--- src/rtl/ctx_stack_pkg.sv ---
package ctx_stack_pkg;

   // Decoded operation for one clock cycle
   typedef enum logic [1:0] {
      STK_IDLE  = 2'd0,
      STK_PUSH  = 2'd1,
      STK_POP   = 2'd2,
      STK_UNDER = 2'd3
   } stk_op_e;

endpackage

--- src/rtl/ctx_stack_ctrl.sv ---
module ctx_stack_ctrl
   import ctx_stack_pkg::*;
#(
   parameter int DEPTH = 2,
   localparam int CNT_W = $clog2(DEPTH + 1)
) (
   input  logic             clk,
   input  logic             rst_n,
   input  logic             push_i,
   input  logic             pop_i,
   output stk_op_e          op_o,
   output logic [CNT_W-1:0] count_o,
   output logic             ovf_o,
   output logic             unf_o
);

   localparam logic [CNT_W-1:0] FULL = CNT_W'(DEPTH);

   logic [CNT_W-1:0] count_q;
   logic             ovf_q;
   logic             unf_q;
   stk_op_e          op;

   // Save wins over restore; an empty restore is its own operation
   always_comb begin
      if (push_i)
         op = STK_PUSH;
      else if (pop_i)
         op = (count_q == '0) ? STK_UNDER : STK_POP;
      else
         op = STK_IDLE;
   end

   always_ff @(posedge clk or negedge rst_n) begin
      if (!rst_n) begin
         count_q <= '0;
         ovf_q   <= 1'b0;
         unf_q   <= 1'b0;
      end else begin
         ovf_q <= (op == STK_PUSH) && (count_q == FULL);
         unf_q <= (op == STK_UNDER);
         case (op)
            STK_PUSH: if (count_q != FULL) count_q <= count_q + 1'b1;
            STK_POP:  count_q <= count_q - 1'b1;
            default:  ;
         endcase
      end
   end

   assign op_o    = op;
   assign count_o = count_q;
   assign ovf_o   = ovf_q;
   assign unf_o   = unf_q;

   assert_count_bound_R2: assert property (@(posedge clk) disable iff (!rst_n)
      count_o <= FULL);
   assert_count_up_R2: assert property (@(posedge clk) disable iff (!rst_n)
      push_i && (count_o != FULL) |=> count_o == $past(count_o) + 1'b1);
   assert_ovf_pulse_R3: assert property (@(posedge clk) disable iff (!rst_n)
      push_i && (count_o == FULL) |=> ovf_o && (count_o == FULL));
   assert_unf_pulse_R6: assert property (@(posedge clk) disable iff (!rst_n)
      pop_i && !push_i && (count_o == '0) |=> unf_o && (count_o == '0));
   assert_both_no_unf_R7: assert property (@(posedge clk) disable iff (!rst_n)
      push_i && pop_i |=> !unf_o);
   assert_flags_quiet_R8: assert property (@(posedge clk) disable iff (!rst_n)
      !push_i && !pop_i |=> !ovf_o && !unf_o);

endmodule

--- src/rtl/ctx_stack_slots.sv ---
module ctx_stack_slots
   import ctx_stack_pkg::*;
#(
   parameter int DEPTH          = 2,
   parameter int WIDTH          = 8,
   parameter bit CLEAR_ON_RESET = 1'b1
) (
   input  logic             clk,
   input  logic             rst_n,
   input  stk_op_e          op_i,
   input  logic [WIDTH-1:0] ctx_i,
   output logic [WIDTH-1:0] top_o,
   output logic [WIDTH-1:0] bot_o,
   output logic [WIDTH-1:0] restore_o
);

   localparam int LAST = DEPTH - 1;

   logic [WIDTH-1:0] slot_q [DEPTH];
   logic [WIDTH-1:0] slot_d [DEPTH];
   logic [WIDTH-1:0] rest_q;
   logic [WIDTH-1:0] rest_d;
   logic             take;

   // Next value per slot: shift down on save, shift up on restore,
   // the last slot holds on restore
   for (genvar i = 0; i < DEPTH; i++) begin : g_next
      if (i == 0) begin : g_head
         always_comb begin
            case (op_i)
               STK_PUSH: slot_d[i] = ctx_i;
               STK_POP:  slot_d[i] = slot_q[i+1];
               default:  slot_d[i] = slot_q[i];
            endcase
         end
      end else if (i == LAST) begin : g_tail
         always_comb begin
            case (op_i)
               STK_PUSH: slot_d[i] = slot_q[i-1];
               default:  slot_d[i] = slot_q[i];
            endcase
         end
      end else begin : g_mid
         always_comb begin
            case (op_i)
               STK_PUSH: slot_d[i] = slot_q[i-1];
               STK_POP:  slot_d[i] = slot_q[i+1];
               default:  slot_d[i] = slot_q[i];
            endcase
         end
      end
   end

   assign take   = (op_i == STK_POP) || (op_i == STK_UNDER);
   assign rest_d = take ? slot_q[0] : rest_q;

   // Storage flops: reset variant chosen by parameter
   if (CLEAR_ON_RESET) begin : g_clr
      for (genvar i = 0; i < DEPTH; i++) begin : g_slot
         always_ff @(posedge clk or negedge rst_n) begin
            if (!rst_n) slot_q[i] <= '0;
            else        slot_q[i] <= slot_d[i];
         end
      end
      always_ff @(posedge clk or negedge rst_n) begin
         if (!rst_n) rest_q <= '0;
         else        rest_q <= rest_d;
      end
   end else begin : g_noclr
      for (genvar i = 0; i < DEPTH; i++) begin : g_slot
         always_ff @(posedge clk) slot_q[i] <= slot_d[i];
      end
      always_ff @(posedge clk) rest_q <= rest_d;
   end

   assign top_o     = slot_q[0];
   assign bot_o     = slot_q[LAST];
   assign restore_o = rest_q;

   assert_push_top_R2: assert property (@(posedge clk) disable iff (!rst_n)
      op_i == STK_PUSH |=> top_o == $past(ctx_i));
   assert_push_shift_R3: assert property (@(posedge clk) disable iff (!rst_n)
      op_i == STK_PUSH |=> bot_o == $past(slot_q[LAST-1]));
   assert_pop_keep_bot_R4: assert property (@(posedge clk) disable iff (!rst_n)
      op_i == STK_POP |=> $stable(bot_o));
   assert_pop_refill_R4: assert property (@(posedge clk) disable iff (!rst_n)
      op_i == STK_POP |=> top_o == $past(slot_q[1]));
   assert_restore_word_R4: assert property (@(posedge clk) disable iff (!rst_n)
      take |=> restore_o == $past(top_o));
   assert_under_hold_R6: assert property (@(posedge clk) disable iff (!rst_n)
      op_i == STK_UNDER |=> $stable(top_o) && $stable(bot_o));
   assert_push_keeps_restore_R7: assert property (@(posedge clk) disable iff (!rst_n)
      op_i == STK_PUSH |=> $stable(restore_o));

endmodule

--- src/rtl/ctx_shift_stack.sv ---
module ctx_shift_stack
   import ctx_stack_pkg::*;
#(
   parameter int CTX_W          = 8,
   parameter int DEPTH          = 2,
   parameter bit CLEAR_ON_RESET = 1'b1,
   localparam int CNT_W = $clog2(DEPTH + 1)
) (
   input  logic             clk,
   input  logic             rst_n,
   input  logic             push_i,
   input  logic             pop_i,
   input  logic [CTX_W-1:0] ctx_i,
   output logic [CTX_W-1:0] restore_o,
   output logic [CTX_W-1:0] top_o,
   output logic [CTX_W-1:0] bot_o,
   output logic [CNT_W-1:0] count_o,
   output logic             ovf_o,
   output logic             unf_o
);

   // Elaboration-time parameter checks
   if (DEPTH < 2) begin : g_bad_depth
      $error("ctx_shift_stack: DEPTH must be at least 2");
   end
   if (CTX_W < 1) begin : g_bad_width
      $error("ctx_shift_stack: CTX_W must be at least 1");
   end

   stk_op_e op;

   ctx_stack_ctrl #(
      .DEPTH (DEPTH)
   ) ctrl_i (
      .clk     (clk),
      .rst_n   (rst_n),
      .push_i  (push_i),
      .pop_i   (pop_i),
      .op_o    (op),
      .count_o (count_o),
      .ovf_o   (ovf_o),
      .unf_o   (unf_o)
   );

   ctx_stack_slots #(
      .DEPTH          (DEPTH),
      .WIDTH          (CTX_W),
      .CLEAR_ON_RESET (CLEAR_ON_RESET)
   ) slots_i (
      .clk       (clk),
      .rst_n     (rst_n),
      .op_i      (op),
      .ctx_i     (ctx_i),
      .top_o     (top_o),
      .bot_o     (bot_o),
      .restore_o (restore_o)
   );

   assert_flags_exclusive_R8: assert property (@(posedge clk) disable iff (!rst_n)
      !(ovf_o && unf_o));

endmodule

--- config.mk ---
export PLATFORM = sky130hd
export DESIGN_NAME = ctx_shift_stack
export DESIGN_NICKNAME = d
export VERILOG_FILES = /design/src/rtl/ctx_stack_pkg.sv /design/src/rtl/ctx_stack_ctrl.sv /design/src/rtl/ctx_stack_slots.sv /design/src/rtl/ctx_shift_stack.sv
export SDC_FILE = /design/constraint.sdc
export NUM_CORES = 1
export LEC_CHECK = 0
export BUFFER_PORTS_ARGS = -buffer_cell sky130_fd_sc_hd__buf_2
export CAP_MARGIN = 20
export CORE_ASPECT_RATIO = 1.4
export CORE_MARGIN = 3
export CORE_UTILIZATION = 44
export CTS_CLUSTER_DIAMETER = 30
export DETAILED_ROUTE_END_ITERATION = 6
export MAX_ROUTING_LAYER = met4
export PLACE_DENSITY = 0.74
export SLEW_MARGIN = 15
export SYNTH_ARGS = -nofsm -noshare
export SYNTH_HDL_FRONTEND = slang
export SYNTH_SLANG_ARGS = --single-unit
export TNS_END_PERCENT = 20
--- constraint.sdc ---
create_clock -name clk -period 1.6 [get_ports clk]
set_input_delay 0.16 -clock clk [delete_from_list [all_inputs] [get_ports clk]]
set_output_delay 0.16 -clock clk [all_outputs]
set_load 0.05 [all_outputs]
### Yosys cells after proc, flatten, opt, wreduce, memory -nomap -nowiden

Index checks and enable logic that the tools add are counted.

| word-level totals | value |
|---|---|
| register bits after elaboration | 28 |
| output and inout port bits | 28 |

| operators by class | value |
|---|---|
| $add $sub $neg | 2 |
| equal/unequal tests | 6 |
| multiplexer cells | 6 |
| reductions and logical operators | 5 |

Operator list:

| kind | count |
|---|---|
| 8-bit case mux with 2 select lines | 1 |
| 2-bit equality test, second input constant | 3 |
| 2-bit 2-to-1 mux | 3 |
| 2-bit inequality test, second input constant | 2 |
| 2-bit case mux with 2 select lines | 1 |
| 2-bit by 1-bit adder with 2-bit output, second input constant | 1 |
| 2-bit by 1-bit equality test with 1-bit output, second input constant | 1 |
| 2-bit zero test | 1 |
| 2-bit AND reduction | 1 |
| 2-bit nonzero test | 1 |
| 2-bit by 1-bit subtractor with 2-bit output, second input constant | 1 |
| 1-bit logical AND | 1 |
| 1-bit logical OR | 1 |
| 1-bit 2-to-1 mux | 1 |

### Depth between registers and ports, before layout

| depth | value |
|---|---|
| depth after elaboration | 7 |
| gate-level depth with buffers | 7 |
| depth with buffers taken out | 7 |

### Modules after synthesis

A second synthesis with hierarchy kept.

| unflattened totals | value |
|---|---|
| cell total of the unflattened synthesis | 90 |
| area, all modules | 1197.4 um^2 |

By module, submodules not included:

| module | times used | cells each | area each (um^2) | sequential area each (um^2) |
|---|---|---|---|---|
| ctx_stack_slots | 1 | 73 | 1017.2 | 600.6 |
| ctx_stack_ctrl | 1 | 17 | 180.2 | 100.1 |

### Worst setup path before layout

OpenSTA, ideal clock, no wires.

| path | value |
|---|---|
| path type | reg-to-reg |
| start point | register ctrl_i.count_q[0] (netlist: ctrl_i.count_o[0]) |
| end point | register slots_i.slot_q (netlist bit slots_i.bot_o[1]) |
| arrival | 1.708 ns |
| data required time | 1.475 ns |
| path slack | -0.233 ns |
| cell stages (with the launch flop) | 6 |
| buffers on the path | 1 |
| clock period less this slack | 1.833 ns |
| cell sequence | dfrtp_1 -> nor2_1 -> a21o_1 -> ha_1 -> buf_4 -> mux2_2 |

| between the ends | value |
|---|---|
| longest elaborated chain between the ends | 5 |

RTL lines:

| item | line | text |
|---|---|---|
| start: declaration | ctx_stack_ctrl.sv:19 | `logic [CNT_W-1:0] count_q;` |
| start signal: assignment | ctx_stack_ctrl.sv:43 | `STK_PUSH: if (count_q != FULL) count_q <= count_q + 1'b1;` |
| start signal: assignment | ctx_stack_ctrl.sv:44 | `STK_POP: count_q <= count_q - 1'b1;` |
| 2-bit zero test | ctx_stack_ctrl.sv:29 | `op = (count_q == '0) ? STK_UNDER : STK_POP;` |
| 1-bit 2-to-1 mux | ctx_stack_ctrl.sv:29 |  |
| 2-bit 2-to-1 mux | ctx_stack_ctrl.sv:28 | `else if (pop_i)` |
| 2-bit 2-to-1 mux | ctx_stack_ctrl.sv:26 | `if (push_i)` |
| 2-bit by 1-bit equality test with 1-bit output | ctx_stack_slots.sv:38 | `case (op_i)` |
| end signal: indexed assignment | ctx_stack_slots.sv:62 | `else slot_q[i] <= slot_d[i];` |
| end: declaration | ctx_stack_slots.sv:19 | `logic [WIDTH-1:0] slot_q [DEPTH];` |

No other way between the ends.
A chain may end at the register's enable or synchronous reset.

### Final worst setup path

| path | value |
|---|---|
| start point | register ctrl_i.count_q[0] (netlist: ctrl_i.count_o[0]) |
| end point | register ctrl_i.count_q[1] (netlist: ctrl_i.count_o[1]) |

| between the ends | value |
|---|---|
| longest elaborated chain between the ends | 7 |
| elaborated cells between the ends (all ways) | 14 |
| classes of those cells | add/sub: 2; eq/ne: 4; mux: 5; reduce/logical: 3 |

RTL lines:

| item | line | text |
|---|---|---|
| 2-bit zero test | ctx_stack_ctrl.sv:29 |  |
| 1-bit 2-to-1 mux | ctx_stack_ctrl.sv:29 |  |
| 2-bit 2-to-1 mux | ctx_stack_ctrl.sv:28 |  |
| 2-bit 2-to-1 mux | ctx_stack_ctrl.sv:26 |  |
| 2-bit by 1-bit equality test with 1-bit output or 2-bit equality test (tied branches) | ctx_stack_ctrl.sv:42 | `case (op)` |
| 2-bit inequality test (no line) or 2-bit nonzero test (tied branches) | -- |  |
| 2-bit AND reduction (no line) | -- |  |

Parallel ways exist; a longest one is shown, timed or not. The select of a mux whose other input is x is not followed.

==> run_results.csv <==
group,metric,value,unit
setup_path,critPathArrivalTime,1.86,ns
drt,drt_iter0_markers,10,
clock_network,clock_tree_from_tritoncts,"yes",
global_routing,global_route.overflow_total,0,
die,die-area,3392,sq um
drt,drc_errors,0,
setup_path,cp-start-kind,"flop",
synthesis,yosys.cell_types.count,19,
global_routing,global_route_total_usage_across_every_layer,0.1651,
synthesis,syn-instance-count,91,
layout,antenna_cells,0,
synthesis,synth_nets,106,
sta,slew_headroom,0.5964,
synthesis,synthTopCellsByArea,"sky130_fd_sc_hd__dfrtp_1, sky130_fd_sc_hd__mux2_2, sky130_fd_sc_hd__mux2i_1",
die,core,2496,sq um
synthesis,synth.yosys.warnings,0,
global_routing,antenna_violations_before_repair,0,
die,initial_core_util,0.4797,
sta,holdWs,0.09765,ns
drt,routed-via-count,859,
clock_network,insertion_delay,0.33,ns
drt,route.detailed.vias_per_inst,4.994,
setup_path,maximum_fanout_encountered_on_the_critical_timing_path,6,
clock_network,clock_tree.root_cell,"sky130_fd_sc_hd__clkbuf_4",
global_routing,grt_pass1_wl,4.160,mm
setup_path,timing_worst_setup_path_type,"flop to flop",
synthesis,postSynthRegisterBits,28,
synthesis,syn_avg_cell_area,13.16,sq um
synthesis,synth_seq_area_share,0.5852,
drt,antenna_left,0,
clock_network,h-tree-depth,1,
synthesis,synth_largest_type_area_fraction,0.5852,
layout,fillCellCount,205,
clock_network,clk_path_buf_depth,2,
place,hpwl,1.775,mm
worst_hold_path,hold_path.class,"primary input to flop",
drt,post_drt_wl_per_cell,13.78,um
place,port_buffers,39,
setup_path,worstSetupEndpointType,"flop",
die,num_rows,21,
synthesis,synth.cell_area,1197,sq um
layout,layout.cells.most_common,"sky130_fd_sc_hd__buf_2",
setup_path,critical_path_required,1.87,ns
sta,final_period_minus_worst_setup_slack,1.582,ns
sta,setup_violations,0,
layout,syn_to_final_growth,29.78,%
setup_path,ff2ff_setup_slack,0.02,ns
clock_network,tritoncts.num_buffers,3,
global_routing,first_global_vias,918,
die,io-pin-count,40,
sta,worst_pin_slew,0.6054,ns
job,cap_violations,0,
sta,post_route_fraction_of_the_period_consumed_by_the_critical_path,0.9888,
sta,worst_clock_skew,0.002512,ns
status,run_status,"complete, no violations",
layout,count_of_nets_after_finishing,154,
clock_network,path_clk_slew,0.15,ns
die,floorplan.die.height,67.73,um
drt,drtPass1Iterations,3,
place,gp_congestion,0.7575,
layout,final_layout_size_suffix_gt1_frac,0.5290,
drt,wl,2.370,mm
sta,timing_hold_violations_final,0,
clock_network,cts_sinks,28,
global_routing,largest_net_degree_at_the_start_of_global_routing,29,
die,die_w,50.09,um
sta,fmax,632.1,MHz
synthesis,synth.largest_area_cell,"sky130_fd_sc_hd__dfrtp_1",
layout,layout_common_cells,"sky130_fd_sc_hd__buf_2, sky130_fd_sc_hd__dfrtp_1, sky130_fd_sc_hd__mux2_2",
sta,slew_viol_final,0,
sta,grt_setup_unrepaired,"true",
-- area by class of cell --
cell class              instances  area [sq um]  area share
multi-input cells              57         490.5      0.3156
well taps                      34         42.54     0.02738
clock inverters                 1         30.03     0.01932
inverters                       2         7.507    0.004831
flip-flops and latches         28         703.2      0.4525
clock buffers                   3         22.52     0.01449
repair buffers                 47         257.7      0.1659
-- sequential cells by signal, summed over array words and instances, names as in the netlist --
signal,flops
ctrl_i.count_o,2
ctrl_i.ovf_o,1
ctrl_i.unf_o,1
slots_i.bot_o,8
slots_i.restore_o,8
slots_i.top_o,8
-- cells in the mapped netlist --
cell and instances:
sky130_fd_sc_hd__a21o_1 1, sky130_fd_sc_hd__a31oi_1 1, sky130_fd_sc_hd__and3_2 1, sky130_fd_sc_hd__and3b_1 1, sky130_fd_sc_hd__buf_4 1, sky130_fd_sc_hd__buf_6 2, sky130_fd_sc_hd__clkbuf_2 1, sky130_fd_sc_hd__dfrtp_1 28
sky130_fd_sc_hd__ha_1 3, sky130_fd_sc_hd__inv_1 2, sky130_fd_sc_hd__mux2_2 16, sky130_fd_sc_hd__mux2i_1 8, sky130_fd_sc_hd__nand2_1 10, sky130_fd_sc_hd__nor2_1 3, sky130_fd_sc_hd__nor2b_1 1, sky130_fd_sc_hd__o21ai_0 9
sky130_fd_sc_hd__o21bai_1 1, sky130_fd_sc_hd__o311a_1 1, sky130_fd_sc_hd__xnor2_1 1
-- logic make-up (layout without fill, tap and decap cells) --
group                    count (synthesis)  count (layout)  share of synthesized area
flip-flops                              28              28                     0.5852
AND/OR/NAND/NOR                         16              16                    0.05957
adder cells (fa/ha/maj)                  3               3                    0.03135
AO/OA/AOI/OAI                           13              13                    0.06375
XOR/XNOR                                 1               1                   0.007316
multiplexers                            24              24                     0.2173
buffers and inverters                    6              53                    0.03553
-- critical path, cell delays in order (launching register included) --
cell and delay [ns]:
sky130_fd_sc_hd__dfrtp_2 0.45, sky130_fd_sc_hd__nor2_4 0.12, sky130_fd_sc_hd__a21o_1 0.21, sky130_fd_sc_hd__inv_2 0.06, sky130_fd_sc_hd__ha_4 0.18, sky130_fd_sc_hd__and3b_1 0.17
sky130_fd_sc_hd__a31oi_1 0.16, sky130_fd_sc_hd__o311a_1 0.18
-- metal layers --
layer	vias up	GRT usage	routed length [um]
li1	415	-	-
met1	415	0.1844	1001
met2	21	0.2859	1246
met3	8	0.01545	76
met4	0	0.09689	46
met5	-	-	0
-- stage by stage --
step | cell area (sq um) | setup WS (ns) | instances | util | TNS, ns
5_1_grt | 1554 | -0.07574 | 172 | 0.6226 | -0.07574
6_report | 1554 | 0.01796 | 172 | 0.6226 | 0
2_1_floorplan | 1225 | -0.03181 | 91 | - | -0.1206
4_1_cts | 1546 | 0.01423 | 171 | 0.6195 | 0
3_3_place_gp | 1469 | 0.1026 | 166 | 0.5885 | 0
3_5_place_dp | 1469 | 0.009197 | 166 | 0.5885 | 0
-- path summary, 6_finish.rpt --
check,from,end,cells after the start
min in group asynchronous,rst_n,ctrl_i.unf_o$_DFF_PN0_,2
setup / recovery,ctrl_i.count_o[0]$_DFFE_PN0P_,ctrl_i.count_o[1]$_DFFE_PN0P_,7
setup reg to reg,ctrl_i.count_o[0]$_DFFE_PN0P_,ctrl_i.count_o[1]$_DFFE_PN0P_,7
hold reg to reg,slots_i.restore_o[2]$_DFFE_PN0P_,slots_i.restore_o[2]$_DFFE_PN0P_,1
hold / removal,ctx_i[7],slots_i.top_o[7]$_DFFE_PN0P_,3
max in group asynchronous,rst_n,ctrl_i.count_o[1]$_DFFE_PN0P_,2
-- timing repair --
item                       in CTS  in global routing
setup endpoints to repair       1                  7
resized for setup               3                  4
pin swaps                       1                  3
hold endpoints to repair       28                  0
hold buffers                    1                  0
setup buffers                   0                  1
Power is left out: the tool's default activity adds up to more than one toggle a clock period on the data nets, which glitch-free logic cannot reach.
